<file path="config.mk">
export PLATFORM = sky130hd
export DESIGN_NAME = parbus_master
export DESIGN_NICKNAME = d
export VERILOG_FILES = /design/src/rtl/parbus_pkg.sv /design/src/rtl/parbus_ctrl.sv /design/src/rtl/parbus_dpath.sv /design/src/rtl/parbus_master.sv
export SDC_FILE = /design/constraint.sdc
export NUM_CORES = 1
export LEC_CHECK = 0
export BUFFER_PORTS_ARGS = -buffer_cell sky130_fd_sc_hd__buf_2
export CORE_ASPECT_RATIO = 1.2
export CORE_UTILIZATION = 50
export CTS_CLUSTER_SIZE = 25
export DETAILED_ROUTE_END_ITERATION = 8
export PLACE_DENSITY = 0.83
export SKIP_LAST_GASP = 1
export SYNTH_ARGS = -nofsm -noshare
export SYNTH_HDL_FRONTEND = slang
export SYNTH_SLANG_ARGS = --single-unit
</file>
<file path="constraint.sdc">
create_clock -name clk -period 5.15 [get_ports clk]
set_clock_uncertainty 0.2 [all_clocks]
set_input_delay 1.03 -clock clk [delete_from_list [all_inputs] [get_ports clk]]
set_output_delay 1.03 -clock clk [all_outputs]
set_load 0.01 [all_outputs]
</file>
<file path="src/rtl/parbus_pkg.sv">
package parbus_pkg;
  localparam int ADDR_W = 16;
  localparam int DATA_W = 16;
  localparam int BYTE_W = DATA_W / 2;
  localparam int CS2_BIT = ADDR_W - 1;
  localparam int CS1_BIT = ADDR_W - 2;

  localparam logic [1:0] MODE_SPLIT  = 2'b10;
  localparam logic [1:0] MODE_DIRSTB = 2'b11;
  localparam logic [1:0] CSF_NONE    = 2'b00;
  localparam logic [1:0] CSF_HIGH    = 2'b01;
  localparam logic [1:0] CSF_BOTH    = 2'b10;
  localparam logic [1:0] MUX_PARTIAL = 2'b01;
  localparam logic [1:0] STEP_UP     = 2'b01;
  localparam logic [1:0] STEP_DOWN   = 2'b10;

  typedef enum logic [1:0] {PH_IDLE, PH_LATCH, PH_STROBE, PH_HOLD} phase_t;

  typedef struct packed {
    logic load;
    logic latchPh;
    logic strobePh;
    logic holdPh;
    logic capture;
    logic advance;
    logic active;
  } ctl_strobes_t;
endpackage

</file>
<file path="src/rtl/parbus_ctrl.sv">
module parbus_ctrl
  import parbus_pkg::*;
#(
  parameter int LATCH_CLKS  = 1,
  parameter int STROBE_CLKS = 2,
  parameter int HOLD_CLKS   = 1
) (
  input  logic         clk,
  input  logic         rstN,
  input  logic         runOk,
  input  logic         muxOn,
  input  logic         startPulse,
  output ctl_strobes_t ctl,
  output logic         busy
);
  localparam int MAX_A    = (LATCH_CLKS > STROBE_CLKS) ? LATCH_CLKS : STROBE_CLKS;
  localparam int MAX_CLKS = (MAX_A > HOLD_CLKS) ? MAX_A : HOLD_CLKS;
  localparam int CNT_W    = $clog2(MAX_CLKS + 1);
  localparam logic [CNT_W-1:0] LATCH_LAST  = CNT_W'(LATCH_CLKS - 1);
  localparam logic [CNT_W-1:0] STROBE_LAST = CNT_W'(STROBE_CLKS - 1);
  localparam logic [CNT_W-1:0] HOLD_LAST   = CNT_W'(HOLD_CLKS - 1);

  phase_t           phase;
  logic [CNT_W-1:0] cnt;
  logic             lastCnt;

  always_comb begin
    case (phase)
      PH_LATCH:  lastCnt = (cnt == LATCH_LAST);
      PH_STROBE: lastCnt = (cnt == STROBE_LAST);
      PH_HOLD:   lastCnt = (cnt == HOLD_LAST);
      default:   lastCnt = 1'b0;
    endcase
  end

  always_ff @(posedge clk) begin
    if (!rstN) begin
      phase <= PH_IDLE;
      cnt   <= '0;
    end else if (!runOk) begin
      phase <= PH_IDLE;
      cnt   <= '0;
    end else begin
      case (phase)
        PH_IDLE: begin
          cnt <= '0;
          if (startPulse) phase <= muxOn ? PH_LATCH : PH_STROBE;
        end
        PH_LATCH: begin
          if (lastCnt) begin
            phase <= PH_STROBE;
            cnt   <= '0;
          end else begin
            cnt <= cnt + 1'b1;
          end
        end
        PH_STROBE: begin
          if (lastCnt) begin
            phase <= PH_HOLD;
            cnt   <= '0;
          end else begin
            cnt <= cnt + 1'b1;
          end
        end
        default: begin
          if (lastCnt) begin
            phase <= PH_IDLE;
            cnt   <= '0;
          end else begin
            cnt <= cnt + 1'b1;
          end
        end
      endcase
    end
  end

  always_comb begin
    ctl.load     = (phase == PH_IDLE) && runOk && startPulse;
    ctl.latchPh  = (phase == PH_LATCH);
    ctl.strobePh = (phase == PH_STROBE);
    ctl.holdPh   = (phase == PH_HOLD);
    ctl.capture  = ctl.strobePh && lastCnt;
    ctl.advance  = ctl.holdPh && lastCnt;
    ctl.active   = (phase != PH_IDLE);
  end

  assign busy = ctl.active;

  AST_STROBE_LEN: assert property (@(posedge clk) disable iff (!rstN)
    ($fell(ctl.strobePh) && runOk) |-> ($past(cnt) == STROBE_LAST));
  AST_NO_RESTART: assert property (@(posedge clk) disable iff (!rstN)
    (ctl.strobePh && runOk && !lastCnt) |=> ctl.strobePh);
endmodule

</file>
<file path="src/rtl/parbus_dpath.sv">
module parbus_dpath
  import parbus_pkg::*;
(
  input  logic              clk,
  input  logic              rstN,
  input  ctl_strobes_t      ctl,
  input  logic              runOk,
  input  logic              muxOn,
  input  logic [1:0]        cfgMode,
  input  logic              cfgWide,
  input  logic [1:0]        cfgCsFunc,
  input  logic [1:0]        cfgIncMode,
  input  logic [ADDR_W-1:0] cfgPinEn,
  input  logic              startWrite,
  input  logic              startReuse,
  input  logic [ADDR_W-1:0] startAddr,
  input  logic [DATA_W-1:0] wrData,
  input  logic [DATA_W-1:0] busDataIn,
  output logic [DATA_W-1:0] rdData,
  output logic [ADDR_W-1:0] busAddr,
  output logic [ADDR_W-1:0] busAddrOe,
  output logic [DATA_W-1:0] busDataOut,
  output logic [DATA_W-1:0] busDataOe,
  output logic              busAle,
  output logic              busRd,
  output logic              busWr,
  output logic              busCs1,
  output logic              busCs2
);
  logic [ADDR_W-1:0] addrReg;
  logic [DATA_W-1:0] dataReg;
  logic              isWrite;
  logic [ADDR_W-1:0] keepMask;
  logic [ADDR_W-1:0] stepVal;
  logic [ADDR_W-1:0] stepSum;
  logic [ADDR_W-1:0] nextAddr;
  logic [ADDR_W-1:0] pinVal;
  logic [ADDR_W-1:0] oeMask;
  logic [DATA_W-1:0] widthMask;
  logic              cs2On;
  logic              cs1On;

  assign cs2On = (cfgCsFunc == CSF_HIGH) || (cfgCsFunc == CSF_BOTH);
  assign cs1On = (cfgCsFunc == CSF_BOTH);
  assign widthMask = cfgWide ? {DATA_W{1'b1}} : {{BYTE_W{1'b0}}, {BYTE_W{1'b1}}};

  // address stepping, chip-select bits held
  always_comb begin
    keepMask = '0;
    if (cs2On) keepMask[CS2_BIT] = 1'b1;
    if (cs1On) keepMask[CS1_BIT] = 1'b1;
    case (cfgIncMode)
      STEP_UP:   stepVal = ADDR_W'(1);
      STEP_DOWN: stepVal = {ADDR_W{1'b1}};
      default:   stepVal = '0;
    endcase
    stepSum  = (addrReg & ~keepMask) + stepVal;
    nextAddr = (addrReg & keepMask) | (stepSum & ~keepMask);
  end

  always_ff @(posedge clk) begin
    if (!rstN) begin
      addrReg <= '0;
      dataReg <= '0;
      isWrite <= 1'b0;
      rdData  <= '0;
    end else begin
      if (ctl.load) begin
        if (!startReuse) addrReg <= startAddr;
        dataReg <= wrData;
        isWrite <= startWrite;
      end
      if (ctl.capture && !isWrite) rdData <= busDataIn & widthMask;
      if (ctl.advance) addrReg <= nextAddr;
    end
  end

  assign busCs2 = runOk && cs2On && ctl.active && addrReg[CS2_BIT];
  assign busCs1 = runOk && cs1On && ctl.active && addrReg[CS1_BIT];
  assign busAle = runOk && muxOn && ctl.latchPh;

  always_comb begin
    pinVal = addrReg;
    oeMask = cfgPinEn;
    if (cs2On) begin
      pinVal[CS2_BIT] = busCs2;
      oeMask[CS2_BIT] = 1'b1;
    end
    if (cs1On) begin
      pinVal[CS1_BIT] = busCs1;
      oeMask[CS1_BIT] = 1'b1;
    end
    if (muxOn) begin
      pinVal[0]          = busAle;
      oeMask[BYTE_W-1:0] = BYTE_W'(1);
    end
    if (!runOk) oeMask = '0;
  end

  for (genvar i = 0; i < ADDR_W; i++) begin : g_pin
    assign busAddr[i]   = oeMask[i] & pinVal[i];
    assign busAddrOe[i] = oeMask[i];
  end

  always_comb begin
    busDataOut = '0;
    busDataOe  = '0;
    if (runOk && ctl.latchPh) begin
      busDataOut[BYTE_W-1:0] = addrReg[BYTE_W-1:0];
      busDataOe[BYTE_W-1:0]  = {BYTE_W{1'b1}};
    end else if (runOk && isWrite && (ctl.strobePh || ctl.holdPh)) begin
      busDataOut = dataReg & widthMask;
      busDataOe  = widthMask;
    end
  end

  always_comb begin
    busRd = 1'b0;
    busWr = 1'b0;
    if (runOk) begin
      if (cfgMode == MODE_SPLIT) begin
        busRd = ctl.strobePh && !isWrite;
        busWr = ctl.strobePh && isWrite;
      end else begin
        busRd = ctl.active && !isWrite;
        busWr = ctl.strobePh;
      end
    end
  end

  AST_SPLIT_EXCL: assert property (@(posedge clk) disable iff (!rstN)
    (cfgMode == MODE_SPLIT) |-> !(busRd && busWr));
  AST_CS_KEEP: assert property (@(posedge clk) disable iff (!rstN)
    (ctl.advance && cfgCsFunc == CSF_BOTH) |=> (addrReg[CS2_BIT:CS1_BIT] == $past(addrReg[CS2_BIT:CS1_BIT])));
  AST_ALE_MUX: assert property (@(posedge clk) disable iff (!rstN)
    busAle |-> (muxOn && busDataOe == DATA_W'({BYTE_W{1'b1}})));
  AST_PIN_MASK: assert property (@(posedge clk) disable iff (!rstN)
    (busAddrOe[CS1_BIT-1:1] & ~cfgPinEn[CS1_BIT-1:1]) == '0);
endmodule

</file>
<file path="src/rtl/parbus_master.sv">
module parbus_master
  import parbus_pkg::*;
#(
  parameter int LATCH_CLKS  = 1,
  parameter int STROBE_CLKS = 2,
  parameter int HOLD_CLKS   = 1
) (
  input  logic        clk,
  input  logic        rstN,
  input  logic        cfgEnable,
  input  logic [1:0]  cfgMode,
  input  logic        cfgWide,
  input  logic [1:0]  cfgCsFunc,
  input  logic [1:0]  cfgAddrMux,
  input  logic [1:0]  cfgIncMode,
  input  logic [15:0] cfgPinEn,
  input  logic        startPulse,
  input  logic        startWrite,
  input  logic        startReuse,
  input  logic [15:0] startAddr,
  input  logic [15:0] wrData,
  output logic        busy,
  output logic [15:0] rdData,
  output logic [15:0] busAddr,
  output logic [15:0] busAddrOe,
  output logic [15:0] busDataOut,
  output logic [15:0] busDataOe,
  input  logic [15:0] busDataIn,
  output logic        busAle,
  output logic        busRd,
  output logic        busWr,
  output logic        busCs1,
  output logic        busCs2
);
  ctl_strobes_t ctl;
  logic         runOk;
  logic         muxOn;

  assign runOk = cfgEnable && ((cfgMode == MODE_SPLIT) || (cfgMode == MODE_DIRSTB));
  assign muxOn = (cfgAddrMux == MUX_PARTIAL);

  parbus_ctrl #(
    .LATCH_CLKS (LATCH_CLKS),
    .STROBE_CLKS(STROBE_CLKS),
    .HOLD_CLKS  (HOLD_CLKS)
  ) ctrl_i (
    .clk       (clk),
    .rstN      (rstN),
    .runOk     (runOk),
    .muxOn     (muxOn),
    .startPulse(startPulse),
    .ctl       (ctl),
    .busy      (busy)
  );

  parbus_dpath dpath_i (
    .clk       (clk),
    .rstN      (rstN),
    .ctl       (ctl),
    .runOk     (runOk),
    .muxOn     (muxOn),
    .cfgMode   (cfgMode),
    .cfgWide   (cfgWide),
    .cfgCsFunc (cfgCsFunc),
    .cfgIncMode(cfgIncMode),
    .cfgPinEn  (cfgPinEn),
    .startWrite(startWrite),
    .startReuse(startReuse),
    .startAddr (startAddr),
    .wrData    (wrData),
    .busDataIn (busDataIn),
    .rdData    (rdData),
    .busAddr   (busAddr),
    .busAddrOe (busAddrOe),
    .busDataOut(busDataOut),
    .busDataOe (busDataOe),
    .busAle    (busAle),
    .busRd     (busRd),
    .busWr     (busWr),
    .busCs1    (busCs1),
    .busCs2    (busCs2)
  );

  AST_OFF_IDLE: assert property (@(posedge clk) disable iff (!rstN)
    !cfgEnable |=> !busy);
  AST_NARROW_HI: assert property (@(posedge clk) disable iff (!rstN)
    !cfgWide |-> (busDataOe[15:8] == 8'h00));
  AST_CS1_NEEDS_BOTH: assert property (@(posedge clk) disable iff (!rstN)
    busCs1 |-> (cfgCsFunc == CSF_BOTH && busy));
  AST_CS_ONLY_BUSY: assert property (@(posedge clk) disable iff (!rstN)
    busCs2 |-> busy);
endmodule

</file>
==> impl_table.tex, run 1 <==
\begin{tabular}{lr}
\hline
Metric & Value \\
\hline
\multicolumn{2}{l}{\textbf{STA}} \\
Fin Setup TNS & 0 ns \\
Transition at the pin with the smallest max-transition slack & 1.06 ns \\
Number of setup violations in the final report & 0 \\
Final hold violation count & 0 \\
Unrepaired setup endpoints after global routing & no \\
Worst slew margin relative to its limit & 29.0\% \\
Max Clock Freq & 0.259 GHz \\
Final Max Slew Viols & 0 \\
Final critical delay including setup and external delays & 3.86 ns \\
Post-route clock period utilization & 74.9\% \\
\multicolumn{2}{l}{\textbf{Final layout}} \\
Fill cell count & 719 \\
\# diodes & 0 \\
Sequential cell area & 1060 µm² \\
Layout-stage area growth over the synthesis result & 20.0\% \\
Final cell count without fillers & 763 \\
Share of post-route cells with drive strength above 1 & 28.2\% \\
Area occupied by multi-input gates & 2550 µm² \\
Nets@finish & 761 \\
\multicolumn{2}{l}{\textbf{Die}} \\
Die boundary width & 83.3 µm \\
Row count & 35 \\
Area of the die & 8290 µm² \\
Count of pins on the block boundary & 165 \\
Std-Cell Core Area & 7660 µm² \\
Die span in y & 99.5 µm \\
Initial cell density of the core & 51.7\% \\
\multicolumn{2}{l}{\textbf{Place}} \\
Placed wire-length estimate after detailed placement & 8730 µm \\
Cells after DPL & 755 \\
Final GP Congestion & 0.863 \\
Number of I/O port buffers & 164 \\
\multicolumn{2}{l}{\textbf{Clock network}} \\
CTS max path bufs & 2 \\
Clk root buf & sky130\_fd\_sc\_hd\_\_clkbuf\_8 \\
Clock tree from TritonCTS & yes \\
Number of buffers created by CTS & 5 \\
Post-cts hold buffer count & 0 \\
H-Tree Depth & 2 \\
Post\_cts resized & 0 \\
Clock net sink count & 53 \\
Clock latency on the worst-skew pair & 0.32 ns \\
Clock transition time at the flip-flop clock pins of the worst setup and hold paths & 0.11 ns \\
Setup Buffers After CTS & 0 \\
\multicolumn{2}{l}{\textbf{GRT}} \\
Global-route wire length before repair & 19400 µm \\
Congestion Overflow GR & 0 \\
Total Routing Usage GR & 28.5\% \\
Number of global-route vias before repair & 4219 \\
Antenna violations before repair & 0 \\
Maximum number of pins on one net before global-route repair & 48 \\
\multicolumn{2}{l}{\textbf{Power}} \\
Total Power Consumption & 837 µW \\
Pwr Density & 176 nW/µm² \\
Max rail drop VDD & 121 µV \\
Leakage & 2.24 nW \\
\multicolumn{2}{l}{\textbf{Synthesis}} \\
Library cells used by synthesis & 64 \\
Post-synthesis sequential area ratio & 26.8\% \\
Dominant cells by area after synthesis & sky130\_fd\_sc\_hd\_\_dfxtp\_1 27\%, sky130\_fd\_sc\_hd\_\_a21oi\_1 8.2\%, sky130\_fd\_sc\_hd\_\_nand2\_1 7.8\%, sky130\_fd\_sc\_hd\_\_and3\_1 3.8\%, sky130\_fd\_sc\_hd\_\_ha\_1 3.8\% \\
Top\_reg\_cell synth & sky130\_fd\_sc\_hd\_\_dfxtp\_1 \\
Count of warnings emitted by yosys & 0 \\
Top cell type by total area after synthesis & sky130\_fd\_sc\_hd\_\_dfxtp\_1 \\
Cell with the most instances after synthesis & sky130\_fd\_sc\_hd\_\_nand2\_1 \\
Post-synth design cell area & 3960 µm² \\
Count of flip-flops with a built-in enable after synthesis & 0 \\
Commonest cells in the netlist & 82 x sky130\_fd\_sc\_hd\_\_nand2\_1, 65 x sky130\_fd\_sc\_hd\_\_a21oi\_1, 53 x sky130\_fd\_sc\_hd\_\_dfxtp\_1 \\
Synth Area per Inst & 7.20 µm² \\
Cell count after synthesis & 550 \\
Portion of synthesized cell area occupied by the leading cell type & 26.8\% \\
Net Count, Synth & 641 \\
Fraction of registers with async set or reset after synthesis & 0\% \\
\#FFs+latches synth & 53 \\
\multicolumn{2}{l}{\textbf{Detailed routing}} \\
Wirelength per Cell & 15.9 µm \\
Antenna Nets Post-Route & 0 \\
Via density & 6.04 \\
First-pass iteration count of the detailed router & 5 \\
Wirelength, routed & 12100 µm \\
Initial detailed-routing violation count & 351 \\
Remaining design rule violation count & 0 \\
Overall via count from detail\_route & 4606 \\
\multicolumn{2}{l}{\textbf{Min path}} \\
Worst hold path class & flop to flop \\
Worst Hold Depth & 2 \\
WHS Endpoint & dpath\_i.dataReg[11] \\
Origin of the worst min-delay path & dpath\_i.dataReg[11] \\
\multicolumn{2}{l}{\textbf{Setup path}} \\
R2R cell count & 8 \\
Startpoint Class & input port \\
Worst Path Max Fanout & 14 \\
Required time of the critical path & 3.92 ns \\
Worst setup slack for register-to-register paths & 2.18 ns \\
Arrival @ worst endpoint & 2.63 ns \\
Reg-to-Reg Start & ctrl\_i.phase[1] \\
End of the worst register-to-register path & dpath\_i.addrReg[10] \\
Endpoint type of the worst setup path & output port \\
Worst setup path category & input port to output port \\
\multicolumn{2}{l}{\textbf{Status}} \\
Status & completed \\
\multicolumn{2}{l}{\textbf{Job}} \\
Max-capacitance violation count & 0 \\
\hline
\end{tabular}
routing by layer:
| layer | track usage [%] | part of all wire, % |
|---|---|---|
| met5 | 0 | 0 |
| met4 | 12.3 | 2.2 |
| met3 | 4.65 | 7.9 |
| met2 | 51.5 | 50 |
| met1 | 33.1 | 40 |
worst max-delay path by stage:
stage	startpoint	endpoint	slack, ns	cells after the start
after floorplan	cfgEnable	busDataOe[10]	1.33	6
after global placement	cfgEnable	busAddrOe[5]	1.46	5
after detailed placement	cfgIncMode[0]	dpath_i.addrReg[10]	1.37	12
after CTS	cfgEnable	busAddr[2]	1.38	5
after global routing	cfgEnable	busAddr[2]	1.19	5
final	cfgEnable	busAddr[2]	1.29	5
where the power goes:
group          switching (mW)  leakage (nW)  total [mW]  internal (mW)
Sequential             0.0115         0.429       0.429          0.417
Combinational          0.0812          1.76       0.141         0.0595
Clock                   0.166        0.0506       0.268          0.102
Total                   0.258          2.24       0.837          0.579
sequential cells by signal, summed over array words and instances (netlist names), named ones only:
signal	count
dpath_i.rdData	16
dpath_i.isWrite	1
dpath_i.dataReg	16
ctrl_i.cnt	2
dpath_i.addrReg	14
ctrl_i.phase	2
critical path, stage by stage:
cell and delay [ns]:
sky130_fd_sc_hd__buf_2 0.16, sky130_fd_sc_hd__nand2_1 0.25, sky130_fd_sc_hd__nor2_1 0.79, sky130_fd_sc_hd__and3_1 0.27, sky130_fd_sc_hd__buf_2 0.13
stage by stage:
| stage | setup slack, ns | utilization [%] | instance area (µm²) | hold slack, ns |
|---|---|---|---|---|
| floorplan | 1.33 | - | 3960 | 0.230 |
| global placement | 1.46 | 60.8 | 4660 | 0.237 |
| detailed placement | 1.37 | 60.8 | 4660 | 0.246 |
| CTS | 1.38 | 62.0 | 4750 | 0.260 |
| global route | 1.19 | 62.0 | 4750 | 0.277 |
| finish | 1.29 | 62.0 | 4750 | 0.261 |
final cells by class:
| class | count | share of cell area (%) |
|---|---|---|
| sequential | 53 | 22.3 |
| multi-input combinational | 421 | 53.6 |
| clock buffer | 5 | 1.45 |
| clock inverter | 3 | 0.605 |
| timing repair buffer | 169 | 18.1 |
| inverter | 20 | 1.58 |
| tap | 92 | 2.42 |
kinds of logic (layout without fill, tap and decap cells):
family | count (synthesis) | count (layout) | synth area share [%]
flip-flops | 53 | 53 | 26.8
AO/OA/AOI/OAI | 161 | 161 | 26.2
multiplexers | 7 | 7 | 1.80
buffers and inverters | 76 | 197 | 9.06
XOR/XNOR | 9 | 9 | 1.99
AND/OR/NAND/NOR | 232 | 232 | 30.4
adder cells (fa/ha/maj) | 12 | 12 | 3.79
cell usage in the layout, fill, tap and decap left out, types with 4 or more instances in the layout:
cell	instances
sky130_fd_sc_hd__buf_2	164
sky130_fd_sc_hd__nand2_1	82
sky130_fd_sc_hd__a21oi_1	65
sky130_fd_sc_hd__dfxtp_1	53
sky130_fd_sc_hd__nor2_1	32
sky130_fd_sc_hd__and3_1	24
sky130_fd_sc_hd__o21ai_0	21
sky130_fd_sc_hd__nand3_1	20
sky130_fd_sc_hd__inv_1	19
sky130_fd_sc_hd__and2_1	17
sky130_fd_sc_hd__nor3_1	15
sky130_fd_sc_hd__ha_1	12
sky130_fd_sc_hd__a22o_1	11
sky130_fd_sc_hd__a22oi_1	8
sky130_fd_sc_hd__a31oi_1	8
sky130_fd_sc_hd__nor4_1	7
sky130_fd_sc_hd__o21a_1	6
sky130_fd_sc_hd__mux2i_1	6
sky130_fd_sc_hd__xnor2_1	6
sky130_fd_sc_hd__a21o_1	5
sky130_fd_sc_hd__clkbuf_8	5
sky130_fd_sc_hd__buf_4	5
sky130_fd_sc_hd__nor2b_1	4
sky130_fd_sc_hd__o31ai_1	4
sky130_fd_sc_hd__and4b_1	4
sky130_fd_sc_hd__and3b_1	4
sky130_fd_sc_hd__or3_1	4
sky130_fd_sc_hd__o211ai_1	4
Note: power is estimated with default switching activity, not from simulation.
==> inputs of run 2 (changes only) <==
Settings changed: ABC_AREA from default to 1, CORE_UTILIZATION 50 to 49, PLACE_DENSITY 0.83 to 0.81.
Clock period 5.15 ns to 3.7 ns, I/O delays scaled along.
==> run 2 against run 1 <==
  * Routed wire length decreased by 5.6%
  * Core utilization hardly changed
  * Synthesized area increased by 0.19%
  * First-iteration DRC count is 28% lower
  * Critical path type is now flop to output port
  * Cell count up 15%
  * Power increased by 38%
  * Worst setup slack lost 0.75 ns
  * The run now ends with DRC left
  * Count of clock-buffer cells in the layout stayed put
==> impl_table.tex, run 2 <==
\begin{tabular}{lr}
\hline
Metric & Value \\
\hline
\multicolumn{2}{l}{\textbf{Synthesis}} \\
Share of synthesized cell area in full adder, half adder and majority cells & 3.78\% \\
Count of warnings emitted by yosys & 0 \\
Count of flip-flops with a built-in enable after synthesis & 0 \\
Post-synth design cell area & 3970 µm² \\
Commonest cells in the netlist & 132 x sky130\_fd\_sc\_hd\_\_nand2\_1, 92 x sky130\_fd\_sc\_hd\_\_inv\_1, 77 x sky130\_fd\_sc\_hd\_\_nor2\_1 \\
Synth Area per Inst & 6.20 µm² \\
Portion of synthesized cell area occupied by the leading cell type & 26.7\% \\
Post-synthesis sequential area ratio & 26.7\% \\
\#FFs+latches synth & 53 \\
Cell with the most instances after synthesis & sky130\_fd\_sc\_hd\_\_nand2\_1 \\
Fraction of synthesized cell area in xor and xnor cells & 1.58\% \\
Top\_reg\_cell synth & sky130\_fd\_sc\_hd\_\_dfxtp\_1 \\
Cell count after synthesis & 640 \\
Simple-gate area share of the yosys netlist & 37.2\% \\
Library cells used by synthesis & 42 \\
Multiplexer share of the synthesized area & 0\% \\
Largest family of logic cells by synthesized area & simple AND/OR/NAND/NOR gates \\
Fraction of registers with async set or reset after synthesis & 0\% \\
Net Count, Synth & 731 \\
Fraction of the mapped netlist area in compound gates & 14.9\% \\
Top cell type by total area after synthesis & sky130\_fd\_sc\_hd\_\_dfxtp\_1 \\
Dominant cells by area after synthesis & sky130\_fd\_sc\_hd\_\_dfxtp\_1 27\%, sky130\_fd\_sc\_hd\_\_nand2\_1 12\%, sky130\_fd\_sc\_hd\_\_inv\_1 8.7\%, sky130\_fd\_sc\_hd\_\_nor2\_1 7.3\%, sky130\_fd\_sc\_hd\_\_nand3\_1 6.6\% \\
\multicolumn{2}{l}{\textbf{Die}} \\
Initial cell density of the core & 51.2\% \\
Count of pins on the block boundary & 165 \\
Die span in y & 101 µm \\
Row count & 35 \\
Area of the die & 8470 µm² \\
Std-Cell Core Area & 7750 µm² \\
Die boundary width & 84.2 µm \\
\multicolumn{2}{l}{\textbf{Detailed routing}} \\
Wirelength, routed & 11500 µm \\
Overall via count from detail\_route & 4548 \\
First-pass iteration count of the detailed router & 6 \\
Remaining design rule violation count & 32 \\
Wirelength per Cell & 13.1 µm \\
Via density & 5.20 \\
Antenna Nets Post-Route & 0 \\
Initial detailed-routing violation count & 252 \\
\multicolumn{2}{l}{\textbf{Place}} \\
Placed wire-length estimate after detailed placement & 8990 µm \\
Worst-case setup slack after placement & 0.698 ns \\
Dpl cell area & 4720 µm² \\
Cells after DPL & 866 \\
Number of I/O port buffers & 164 \\
Final GP Congestion & 0.977 \\
\multicolumn{2}{l}{\textbf{Clock network}} \\
Clock tree from TritonCTS & yes \\
H-Tree Depth & 2 \\
Clk root buf & sky130\_fd\_sc\_hd\_\_clkbuf\_8 \\
Post\_cts resized & 0 \\
Clock latency on the worst-skew pair & 0.31 ns \\
Clock transition time at the flip-flop clock pins of the worst setup and hold paths & 0.11 ns \\
CTS max path bufs & 2 \\
Number of buffers created by CTS & 5 \\
Post-cts hold buffer count & 0 \\
Clock net sink count & 53 \\
Setup Buffers After CTS & 0 \\
\multicolumn{2}{l}{\textbf{Power}} \\
Pwr Density & 240 nW/µm² \\
Switching component of the power & 353 µW \\
Internal portion of total power & 803 µW \\
Combinational fraction of design power & 18.7\% \\
Share of total power in the clock network & 30.0\% \\
Leakage & 2.54 nW \\
Switching portion of total power & 30.5\% \\
Max rail drop VDD & 136 µV \\
Total Power Consumption & 1.16 mW \\
Sequential share of power & 51.4\% \\
\multicolumn{2}{l}{\textbf{Final layout}} \\
Layout Cell Area excl Fill & 4810 µm² \\
Leading cell types in the layout, fill and taps excluded & 164 x sky130\_fd\_sc\_hd\_\_buf\_2, 132 x sky130\_fd\_sc\_hd\_\_nand2\_1, 92 x sky130\_fd\_sc\_hd\_\_inv\_1, 77 x sky130\_fd\_sc\_hd\_\_nor2\_1, 53 x sky130\_fd\_sc\_hd\_\_dfxtp\_1 \\
Registers with the highest flip-flop counts & dpath\_i.dataReg: 16 flops, dpath\_i.rdData: 16 flops, dpath\_i.addrReg: 14 flops \\
Final cell count without fillers & 874 \\
Nets@finish & 872 \\
Fill cell count & 763 \\
\# diodes & 0 \\
Sequential cell area & 1060 µm² \\
Area occupied by multi-input gates & 2280 µm² \\
Most common cell after layout, fill and taps aside & sky130\_fd\_sc\_hd\_\_buf\_2 \\
Layout-stage area growth over the synthesis result & 21.2\% \\
Share of post-route cells with drive strength above 1 & 29.4\% \\
Share of the core filled with cells in the final layout & 62.1\% \\
\multicolumn{2}{l}{\textbf{GRT}} \\
Met2 routing resource usage after global routing & 49.6\% \\
Global route hottest layer & met2 \\
Congestion Overflow GR & 0 \\
Met1 track demand over resource in global routing & 30.2\% \\
GRT met3 Usage & 3.19\% \\
Global-route wire length before repair & 18100 µm \\
Total Routing Usage GR & 26.4\% \\
Maximum number of pins on one net before global-route repair & 33 \\
Antenna violations before repair & 0 \\
Number of global-route vias before repair & 4003 \\
\multicolumn{2}{l}{\textbf{STA}} \\
Worst path setup slack after routing & 0.541 ns \\
Worst-case hold slack & 0.259 ns \\
Final hold violation count & 0 \\
Post-route clock period utilization & 85.4\% \\
Fin Setup TNS & 0 ns \\
Transition at the pin with the smallest max-transition slack & 0.804 ns \\
Worst slew margin relative to its limit & 46.4\% \\
Final critical delay including setup and external delays & 3.16 ns \\
Unrepaired setup endpoints after global routing & no \\
Number of setup violations in the final report & 0 \\
Max Clock Freq & 0.317 GHz \\
Final Max Slew Viols & 0 \\
\multicolumn{2}{l}{\textbf{Setup path}} \\
Worst Path Max Fanout & 10 \\
Required time of the critical path & 2.76 ns \\
Startpoint Class & flop \\
Timing startpoint of the critical path & ctrl\_i.phase[0] \\
Reg-to-Reg Start & ctrl\_i.phase[1] \\
Arrival @ worst endpoint & 2.22 ns \\
Endpoint type of the worst setup path & output port \\
Worst setup path category & flop to output port \\
\multicolumn{2}{l}{\textbf{Min path}} \\
Worst hold path class & flop to flop \\
Origin of the worst min-delay path & dpath\_i.dataReg[15] \\
\multicolumn{2}{l}{\textbf{Status}} \\
Status & finished with violations \\
Violations in the final reports & DRC \\
\multicolumn{2}{l}{\textbf{Job}} \\
Max-capacitance violation count & 0 \\
\hline
\end{tabular}
run 2: changes by cell type in the layout (fill, tap and decap cells not counted), sizes merged, moves of 6 or more:
cell / previous run / this run
and3: 24 / 0
inv: 21 / 106
nor2: 33 / 92
o21a: 6 / 0
nand3: 20 / 53
a21oi: 66 / 42
mux2i: 6 / 0
a22oi: 8 / 0
and2: 17 / 0
a22o: 11 / 0
nand2: 82 / 146
o21ai: 23 / 47
run 2: critical path: stages, from the launching register on:
cell	delay (ns)
sky130_fd_sc_hd__dfxtp_1	0.37
sky130_fd_sc_hd__inv_1	0.11
sky130_fd_sc_hd__ha_1	0.24
sky130_fd_sc_hd__nor2_1	0.08
sky130_fd_sc_hd__nor3_2	0.42
sky130_fd_sc_hd__nand3_2	0.29
sky130_fd_sc_hd__inv_1	0.23
sky130_fd_sc_hd__buf_2	0.16
run 2: cell type report:
cell class / count / share of cell area [%]
flip-flops and latches: 53 / 22.0
inverters: 107 / 8.35
repair buffers: 169 / 17.8
well taps: 92 / 2.39
clock inverters: 3 / 0.546
clock buffers: 5 / 1.43
multi-input cells: 445 / 47.4
run 2: final timing paths:
path / to / slack [ns] / cells past startpoint
min: dpath_i.dataReg[15] / 0.26 / 2
min reg2reg: dpath_i.dataReg[15] / 0.26 / 2
max reg2reg: dpath_i.addrReg[0] / 1.04 / 13
max: busDataOe[8] / 0.54 / 7
run 2: metal layers:
layer | routed length [µm] | part of all wire [%]
met1 | 4670 | 41
met2 | 5690 | 50
met3 | 784 | 6.8
met4 | 311 | 2.7
met5 | 0 | 0
run 2: power by group through the flow:
stage	registers [mW]	logic (mW)	clock network (mW)
final	0.594	0.216	0.346
after global routing	0.596	0.240	0.383
after CTS	0.594	0.215	0.357
after detailed placement	0.607	0.214	0
after global placement	0.607	0.208	0
after floorplan	0.604	0.136	0
run 2: kinds of logic (layout without fill, tap and decap cells):
family,Yosys count,in the layout
flops,53,53
xor+xnor,5,5
fa+ha+maj,12,12
compound gates,106,106
simple gates,322,322
buf+inv,142,284
